## config.mk

```make
export PLATFORM = sky130hd
export DESIGN_NAME = vpw_seq_check
export DESIGN_NICKNAME = d
export VERILOG_FILES = /design/src/rtl/vpw_seq_pkg.sv /design/src/rtl/vpw_bit_count.sv /design/src/rtl/vpw_order_fsm.sv /design/src/rtl/vpw_seq_check.sv
export SDC_FILE = /design/constraint.sdc
export NUM_CORES = 1
export LEC_CHECK = 0
export ABC_AREA = 1
export BUFFER_PORTS_ARGS = -buffer_cell sky130_fd_sc_hd__buf_2
export CAP_MARGIN = 0
export CORE_UTILIZATION = 40
export CTS_CLUSTER_DIAMETER = 200
export DETAILED_ROUTE_END_ITERATION = 12
export HOLD_SLACK_MARGIN = 0.1
export PLACE_DENSITY = 0.71
export SYNTH_ARGS = -nofsm -noshare
export SYNTH_HDL_FRONTEND = slang
export SYNTH_SLANG_ARGS = --single-unit
```

## constraint.sdc

```tcl
create_clock -name clk_i -period 2.1 [get_ports clk_i]
set_input_delay 0.42 -clock clk_i [delete_from_list [all_inputs] [get_ports clk_i]]
set_output_delay 0.42 -clock clk_i [all_outputs]
set_load 0.01 [all_outputs]
```

## src/rtl/vpw_seq_pkg.sv

```systemverilog
package vpw_seq_pkg;
  typedef enum logic [2:0] {
    FS_IDLE,
    FS_MSG,
    FS_GAP,
    FS_RSP,
    FS_END
  } frame_st_e;
endpackage

```

## src/rtl/vpw_bit_count.sv

```systemverilog
module vpw_bit_count #(
  parameter int BYTE_BITS = 8,
  parameter int MAX_BYTES = 12,
  localparam int BIW = $clog2(BYTE_BITS),
  localparam int BYW = $clog2(MAX_BYTES + 1)
) (
  input  logic clk_i,
  input  logic rst_ni,
  input  logic clr_i,
  input  logic bit_i,
  output logic byte_done_o,
  output logic mid_byte_o,
  output logic at_limit_o
);
  localparam logic [BIW-1:0] LAST_BIT = BIW'(BYTE_BITS - 1);
  localparam logic [BYW-1:0] LIMIT    = BYW'(MAX_BYTES);

  logic [BIW-1:0] bit_q;
  logic [BYW-1:0] byte_q;

  always_ff @(posedge clk_i or negedge rst_ni) begin
    if (!rst_ni) begin
      bit_q  <= '0;
      byte_q <= '0;
    end else if (clr_i) begin
      bit_q  <= '0;
      byte_q <= '0;
    end else if (bit_i) begin
      bit_q <= (bit_q == LAST_BIT) ? '0 : bit_q + 1'b1;
      if (bit_q == LAST_BIT && byte_q != LIMIT) byte_q <= byte_q + 1'b1;
    end
  end

  assign byte_done_o = bit_i && (bit_q == LAST_BIT);
  assign mid_byte_o  = (bit_q != '0);
  assign at_limit_o  = (byte_q == LIMIT) && (bit_q == '0);
endmodule

```

## src/rtl/vpw_order_fsm.sv

```systemverilog
module vpw_order_fsm
  import vpw_seq_pkg::*;
(
  input  logic clk_i,
  input  logic rst_ni,
  input  logic sof_i,
  input  logic bit_i,
  input  logic eod_i,
  input  logic eof_i,
  input  logic nb_i,
  input  logic crc_ok_i,
  input  logic lim_off_i,
  input  logic mid_byte_i,
  input  logic at_limit_i,
  output logic in_data_o,
  output logic ifd_raw_o,
  output logic crc_raw_o,
  output logic crc_init_o
);
  frame_st_e st_q, st_d;

  always_comb begin
    st_d       = st_q;
    ifd_raw_o  = 1'b0;
    crc_raw_o  = 1'b0;
    crc_init_o = 1'b0;
    unique case (st_q)
      FS_IDLE: begin
        if (sof_i) begin
          st_d       = FS_MSG;
          crc_init_o = 1'b1;
        end else if (bit_i) ifd_raw_o = 1'b1;
      end
      FS_MSG, FS_RSP: begin
        if (sof_i) ifd_raw_o = 1'b1;
        else if (bit_i && at_limit_i && !lim_off_i) ifd_raw_o = 1'b1;
        else if (eod_i) begin
          if (mid_byte_i) ifd_raw_o = 1'b1;
          else begin
            crc_raw_o = !crc_ok_i;
            st_d      = (st_q == FS_MSG) ? FS_GAP : FS_END;
          end
        end
      end
      FS_GAP: begin
        if (sof_i || bit_i) ifd_raw_o = 1'b1;
        else if (nb_i) begin
          st_d       = FS_RSP;
          crc_init_o = 1'b1;
        end
      end
      FS_END: begin
        if (sof_i || bit_i || nb_i || eod_i) ifd_raw_o = 1'b1;
      end
      default: st_d = FS_IDLE;
    endcase
    if (eof_i) begin
      st_d       = FS_IDLE;
      ifd_raw_o  = 1'b0;
      crc_raw_o  = 1'b0;
      crc_init_o = 1'b0;
    end
  end

  always_ff @(posedge clk_i or negedge rst_ni) begin
    if (!rst_ni) st_q <= FS_IDLE;
    else         st_q <= st_d;
  end

  assign in_data_o = (st_q == FS_MSG) || (st_q == FS_RSP);
endmodule

```

## src/rtl/vpw_seq_check.sv

```systemverilog
module vpw_seq_check #(
  parameter int BYTE_BITS = 8,
  parameter int MAX_BYTES = 12
) (
  input  logic clk_i,
  input  logic rst_ni,
  input  logic sof_i,
  input  logic bit_i,
  input  logic eod_i,
  input  logic eof_i,
  input  logic nb_i,
  input  logic brk_i,
  input  logic crc_ok_i,
  input  logic quiet_i,
  input  logic tx_act_i,
  input  logic lim_off_i,
  output logic ifd_o,
  output logic crc_err_o,
  output logic rx_dis_o,
  output logic tx_cancel_o,
  output logic byte_rdy_o,
  output logic crc_init_o
);
  logic in_data, data_bit, byte_done, mid_byte, at_limit;
  logic ifd_raw, crc_raw, crc_init;
  logic mute_q, err_ok, fire_ifd, fire_crc;

  assign data_bit = bit_i && in_data;

  vpw_bit_count #(.BYTE_BITS(BYTE_BITS), .MAX_BYTES(MAX_BYTES)) u_cnt (
    .clk_i       (clk_i),
    .rst_ni      (rst_ni),
    .clr_i       (eof_i),
    .bit_i       (data_bit),
    .byte_done_o (byte_done),
    .mid_byte_o  (mid_byte),
    .at_limit_o  (at_limit)
  );

  vpw_order_fsm u_fsm (
    .clk_i      (clk_i),
    .rst_ni     (rst_ni),
    .sof_i      (sof_i),
    .bit_i      (bit_i),
    .eod_i      (eod_i),
    .eof_i      (eof_i),
    .nb_i       (nb_i),
    .crc_ok_i   (crc_ok_i),
    .lim_off_i  (lim_off_i),
    .mid_byte_i (mid_byte),
    .at_limit_i (at_limit),
    .in_data_o  (in_data),
    .ifd_raw_o  (ifd_raw),
    .crc_raw_o  (crc_raw),
    .crc_init_o (crc_init)
  );

  // errors muted after first report and in quiet mode unless transmitting
  assign err_ok   = !mute_q && !(quiet_i && !tx_act_i);
  assign fire_ifd = ifd_raw && err_ok;
  assign fire_crc = crc_raw && err_ok;

  always_ff @(posedge clk_i or negedge rst_ni) begin
    if (!rst_ni) begin
      mute_q      <= 1'b0;
      ifd_o       <= 1'b0;
      crc_err_o   <= 1'b0;
      tx_cancel_o <= 1'b0;
      byte_rdy_o  <= 1'b0;
      crc_init_o  <= 1'b0;
    end else begin
      mute_q      <= eof_i ? 1'b0 : (mute_q || fire_ifd || fire_crc || brk_i);
      ifd_o       <= fire_ifd;
      crc_err_o   <= fire_crc;
      tx_cancel_o <= !eof_i && (fire_ifd || fire_crc || brk_i);
      byte_rdy_o  <= byte_done && !mute_q;
      crc_init_o  <= crc_init;
    end
  end

  assign rx_dis_o = mute_q;
endmodule

```

* Word level (Yosys, flattened, before mapping) *
Index checks and enable logic that the tools add are counted.

word-level totals
  logic and storage cells = 99
  bits of input ports = 12
  output and inout port bits = 6
  register bits = 16

operators by class
  add/subtract/negate cells = 2
  mux-type cells = 38
  equal/unequal tests = 15
  reductions and logical operators = 35

operators by type and width
  cell                   count
  $mux W3                12
  $ne A3 B3 Y1 const B   7
  $mux W1                20
  $logic_and A1 B1 Y1    12
  $mux W4                3
  $pmux W3 S4            1
  $logic_or A1 B1 Y1     9
  $reduce_and A8 Y1      1
  $eq A3 B2 Y1 const B   2
  $eq A3 B3 Y1 const B   2
  $logic_not A1 Y1       6
  $logic_not A3 Y1       2
  $add A4 B1 Y4 const B  1
  $eq A4 B4 Y1 const B   1
  $ne A4 B4 Y1 const B   1
  $pmux W1 S4            1
  $reduce_bool A2 Y1     2
  $add A3 B1 Y3 const B  1
  $eq A3 B1 Y1 const B   1
  $reduce_bool A3 Y1     1
  $ne A2 B2 Y1 const B   1
  $pmux W1 S2            1
  $reduce_and A2 Y1      1
  $reduce_or A2 Y1       1

* Logic depth before layout (Yosys ltp) *
  word-level depth = 13
  gate-level depth with buffers = 10
  gate-level depth less buffers = 10

* Hierarchy *
Synthesis repeated with hierarchy kept, for this count alone.

second synthesis, totals
  cell total of the unflattened synthesis = 137
  area, all modules = 1016.0 µm²

by module, submodules not included
  module         times used  area an instance (µm²)  cells each
  vpw_bit_count  1           419.2                   51
  vpw_order_fsm  1           349.1                   62
  vpw_seq_check  1           247.7                   24

* Least setup slack after synthesis *
No wires, ideal clock.

  kind = register to register
  start = reg u_cnt.byte_q[0]
  end = reg mute_q, in the netlist rx_dis_o
  buffers on the path = 0
  period minus slack after synthesis = 1.244 ns
  library setup time = 0.126 ns
  arrival time = 1.118 ns
  stages on the path, launching flop included = 10
  path slack = 0.856 ns
  cell sequence = dfrtp_1 inv_1 ha_1 nand3_2 inv_1 nand3_2 nand3_1 nand2_1 nand2_1 nand3_1

on the way
  cells in the longest elaborated chain, start to end = 13
  elaborated cells on any way between the ends = 18

RTL lines
  element                                line                 RTL
  start: declaration                     vpw_bit_count.sv:19  logic [BYW-1:0] byte_q;
  start signal: assignment               vpw_bit_count.sv:30  if (bit_q == LAST_BIT && byte_q != LIMIT) byte_q <= byte_q + 1'b1;
  $eq A4 B4 Y1 (*)                       vpw_bit_count.sv:36  assign at_limit_o = (byte_q == LIMIT) && (bit_q == '0);
  $logic_and A1 B1 Y1 (*)                vpw_bit_count.sv:36
  $logic_and A1 B1 Y1 (*) (2 in series)  vpw_order_fsm.sv:36  else if (bit_i && at_limit_i && !lim_off_i) ifd_raw_o = 1'b1;
  $mux W1                                vpw_order_fsm.sv:36
  $mux W1                                vpw_order_fsm.sv:35  if (sof_i) ifd_raw_o = 1'b1;
  $pmux W1 S4                            vpw_order_fsm.sv:27  unique case (st_q)
  $mux W1                                vpw_order_fsm.sv:57  if (eof_i) begin
  $logic_and A1 B1 Y1                    vpw_seq_check.sv:60  assign fire_ifd = ifd_raw && err_ok;
  $logic_or A1 B1 Y1                     vpw_seq_check.sv:72  mute_q <= eof_i ? 1'b0 : (mute_q || fire_ifd || fire_crc || brk_i);
  $logic_or A1 B1 Y1 (*) (2 in series)   vpw_seq_check.sv:72
  $mux W1 (*)                            vpw_seq_check.sv:72
  end signal: assignment                 vpw_seq_check.sv:72
  end: declaration                       vpw_seq_check.sv:26  logic mute_q, err_ok, fire_ifd, fire_crc;

Every way passes the cells marked *; elsewhere a longest branch is shown, timed or not.
A chain may end at the register's enable or synchronous reset.

* Final worst setup path *
Same ends and word-level chain as after synthesis.

==> tab_implementation.tex <==
\begin{tabular}{lr}
\hline
Metric & Value \\
\hline
\multicolumn{2}{l}{\textbf{Route}} \\
\quad First drt pass iteration count & 4 \\
\quad Avg Vias per Cell & 4.97 \\
\quad DRC violations left & 0 \\
\quad Number of vias after detailed routing & 879 \\
\quad Count of antenna-violating nets left after detailed routing & 0 \\
\quad Violation count after the first detailed-route iteration & 13 \\
\quad Wire length reported by the detailed router & 1.87 mm \\
\quad Routed length per placed instance & 10.5 um \\
\multicolumn{2}{l}{\textbf{Cells and area}} \\
\quad Share of final-layout standard cells stronger than drive strength 1 & 0.221 \\
\quad Highest-count cells in the layout ignoring fill and taps & 30 x sky130\_fd\_sc\_hd\_\_nand2\_1, 23 x sky130\_fd\_sc\_hd\_\_inv\_1, 17 x sky130\_fd\_sc\_hd\_\_buf\_2, 16 x sky130\_fd\_sc\_hd\_\_nand3\_1, 16 x sky130\_fd\_sc\_hd\_\_dfrtp\_1 \\
\quad Inserted Diodes & 0 \\
\quad Layout-stage area growth over the synthesis result & 16.6\% \\
\quad Core Util, Final & 0.503 \\
\quad Net count of the finished layout & 167 \\
\quad Most frequent standard cell in the layout excluding fill and tap cells & sky130\_fd\_sc\_hd\_\_nand2\_1 \\
\multicolumn{2}{l}{\textbf{STA}} \\
\quad Max\_slew headroom & 0.704 \\
\quad Final Skew & 0.00500 ns \\
\quad Worst setup slack after layout & 0.696 ns \\
\quad Maximum clock rate & 712 MHz \\
\quad Actual slew at the worst max-slew pin & 0.443 ns \\
\quad Setup TNS & 0 ns \\
\quad Number of failing hold endpoints at the final stage & 0 \\
\quad Ratio of final minimum period to clock period & 0.669 \\
\quad Final critical delay including setup and external delays & 1.40 ns \\
\quad Setup repair after global routing missed its margin & no \\
\quad Final setup violation count & 0 \\
\quad Number of max-slew violations in the final report & 0 \\
\multicolumn{2}{l}{\textbf{Clock tree}} \\
\quad \# resized after CTS & 0 \\
\quad Clk Tree Root Cell & sky130\_fd\_sc\_hd\_\_clkbuf\_4 \\
\quad Clock buffer count from CTS & 3 \\
\quad TritonCTS clock tree & yes \\
\quad Clock-pin transition on the worst setup and hold timing paths & 0.10 ns \\
\quad CTS HTree Levels & 1 \\
\quad Number of sinks on the clock net & 16 \\
\quad Maximum root-to-sink buffer count & 2 \\
\quad Clock insertion delay at the later pin of the skew report & 0.29 ns \\
\multicolumn{2}{l}{\textbf{Setup path}} \\
\quad Slowest-stage cell, CP & sky130\_fd\_sc\_hd\_\_dfrtp\_1 \\
\quad Kind of critical path & reg2reg \\
\quad Crit path required time & 2.28 ns \\
\quad Cells along the critical path & inv\_1 -> ha\_1 -> nand3\_2 -> inv\_1 -> nand3\_2 -> nand3\_1 -> nand2\_1 -> nand2\_1 -> nand3\_1 \\
\quad Worst setup slack for register-to-register paths & 0.70 ns \\
\quad Critical path buffer and inverter count & 2 \\
\quad Arrival time of data at the critical path endpoint & 1.58 ns \\
\quad Highest net fanout along the worst path & 3 \\
\quad Worst R2R Path Depth & 9 \\
\quad Largest delay share family, worst path & simple AND/OR/NAND/NOR gates \\
\quad CP Capture Type & flip-flop \\
\quad Max incr delay on CP & 0.41 ns \\
\quad RR Endpoint & rx\_dis\_o \\
\quad Startpoint of the most critical register-to-register path & u\_cnt.byte\_q[0] \\
\quad Startpoint Class & flip-flop \\
\multicolumn{2}{l}{\textbf{Die}} \\
\quad Die area & 0.00263 sq mm \\
\quad Die Span X & 51.3 um \\
\quad Die Height & 51.3 um \\
\quad Starting density of the core & 0.432 \\
\quad Std cell rows & 17 \\
\quad Core area & 0.00225 sq mm \\
\quad Number of I/O pins & 18 \\
\multicolumn{2}{l}{\textbf{Synth}} \\
\quad Synth warnings & 0 \\
\quad Average cell area after synthesis & 7.60 sq um \\
\quad Net Count, Synth & 145 \\
\quad Sequential-to-total area share from yosys stat & 0.411 \\
\quad Post-synth design cell area & 973 sq um \\
\quad Count of different cell masters after synthesis & 23 \\
\quad Count of state elements after synthesis & 16 \\
\quad Gate Count Post-Synth & 128 \\
\multicolumn{2}{l}{\textbf{Worst hold path}} \\
\quad Path class of the lowest-slack min-delay path & in2reg \\
\quad Worst Hold Launch & eof\_i \\
\quad Hold EP & u\_cnt.byte\_q[3] \\
\quad Hold Path Stages & 2 \\
\multicolumn{2}{l}{\textbf{Placement}} \\
\quad Routability congestion estimate & 0.800 \\
\quad Buffers on Ports & 17 \\
\quad Worst slack after detailed placement & 0.722 ns \\
\quad Placed wire-length estimate after detailed placement & 1.50 mm \\
\multicolumn{2}{l}{\textbf{Power and ir drop}} \\
\quad Worst vdd ir & 0.398 mV \\
\quad PD cells & 828 mW/mm\^{}2 \\
\quad Leakage power & 0.634 nW \\
\multicolumn{2}{l}{\textbf{Global routing}} \\
\quad Wire length of the first global-routing pass & 3.13 mm \\
\quad Initial antenna violation count & 0 \\
\quad Maximum number of pins on one net before global-route repair & 17 \\
\quad Overall global routing resource usage & 0.160 \\
\quad Remaining Overflow, GRT & 0 \\
\quad Number of global-route vias before repair & 794 \\
\multicolumn{2}{l}{\textbf{Job}} \\
\quad MaxCap Viol Count & 0 \\
\multicolumn{2}{l}{\textbf{Run status}} \\
\quad Status & complete, no violations \\
\hline
\end{tabular}
## final cells by class
cell class,instances,area (sq um)
multi-input combinational,86,473
tap,28,35.0
inverter,25,95.1
timing repair buffer,18,95.1
sequential,16,400
fill,241,1120
clock buffer,4,36.3
## per-stage QoR
stage	cells	total power [mW]	instance area (sq um)	hold slack (ns)
final	177	0.940	1130	0.356
after floorplan	128	0.644	973	0.124
after detailed placement	172	0.740	1090	0.355
after CTS	177	0.943	1130	0.357
after global placement	172	0.730	1090	0.350
after global routing	177	1.01	1130	0.363
## power by group
group          total, mW  internal (mW)  switching [mW]
sequential         0.408          0.354          0.0542
clock              0.206          0.106           0.101
combinational      0.326          0.117           0.208
total              0.940          0.577           0.363
## state kept, by name, indices dropped and copies added (netlist names)
signal	cells
u_cnt.byte_q	4
u_cnt.bit_q	3
u_fsm.st_q	3
byte_rdy_o	1
crc_err_o	1
crc_init_o	1
ifd_o	1
rx_dis_o	1
tx_cancel_o	1
## synthesized netlist by cell type
cell type,number,share of area
sky130_fd_sc_hd__a211oi_1,1,0.0077
sky130_fd_sc_hd__a21oi_1,2,0.010
sky130_fd_sc_hd__a21oi_2,1,0.0090
sky130_fd_sc_hd__buf_2,1,0.0051
sky130_fd_sc_hd__clkinv_2,1,0.0051
sky130_fd_sc_hd__dfrtp_1,16,0.41
sky130_fd_sc_hd__ha_1,5,0.064
sky130_fd_sc_hd__inv_1,23,0.089
sky130_fd_sc_hd__inv_2,1,0.0039
sky130_fd_sc_hd__nand2_1,30,0.12
sky130_fd_sc_hd__nand2_2,2,0.013
sky130_fd_sc_hd__nand3_1,16,0.082
sky130_fd_sc_hd__nand3_2,3,0.031
sky130_fd_sc_hd__nand3_4,1,0.018
sky130_fd_sc_hd__nand3b_1,1,0.0077
sky130_fd_sc_hd__nor2_1,13,0.050
sky130_fd_sc_hd__nor2_2,1,0.0064
sky130_fd_sc_hd__nor2_4,1,0.012
sky130_fd_sc_hd__nor3_1,1,0.0051
sky130_fd_sc_hd__o21ai_0,5,0.026
sky130_fd_sc_hd__o22ai_1,1,0.0064
sky130_fd_sc_hd__o31ai_2,1,0.013
sky130_fd_sc_hd__xor2_1,1,0.0090
## worst max-delay path by stage
stage | end | start | depth (start not counted) | slack, ns
5_1_grt | rx_dis_o | u_cnt.byte_q[0] | 9 | 0.57
2_1_floorplan | rx_dis_o | u_cnt.byte_q[0] | 9 | 0.86
6_report | rx_dis_o | u_cnt.byte_q[0] | 9 | 0.70
4_1_cts | rx_dis_o | u_cnt.byte_q[0] | 9 | 0.70
3_5_place_dp | rx_dis_o | u_cnt.byte_q[0] | 9 | 0.72
3_3_place_gp | rx_dis_o | u_cnt.byte_q[0] | 9 | 0.74
## cells by family (layout without fill, tap and decap cells)
logic type,Yosys count,after routing,share of synthesized area
simple gates,69,69,0.341
buf+inv,26,47,0.103
flops,16,16,0.411
compound gates,11,11,0.0720
fa+ha+maj,5,5,0.0643
xor+xnor,1,1,0.00900
## routing by layer
layer	wire (um)	track usage	vias up
met1	909	0.200	407
li1	-	-	449
met2	856	0.270	20
met3	76	0.0179	3
met4	23	0.0811	0
met5	0	0	-
## timing repair
action,in CTS,in global routing
hold buffers,1,0
endpoints found under the hold margin,16,0
buffers inserted,0,0
Power figures use the tool's default switching activity.
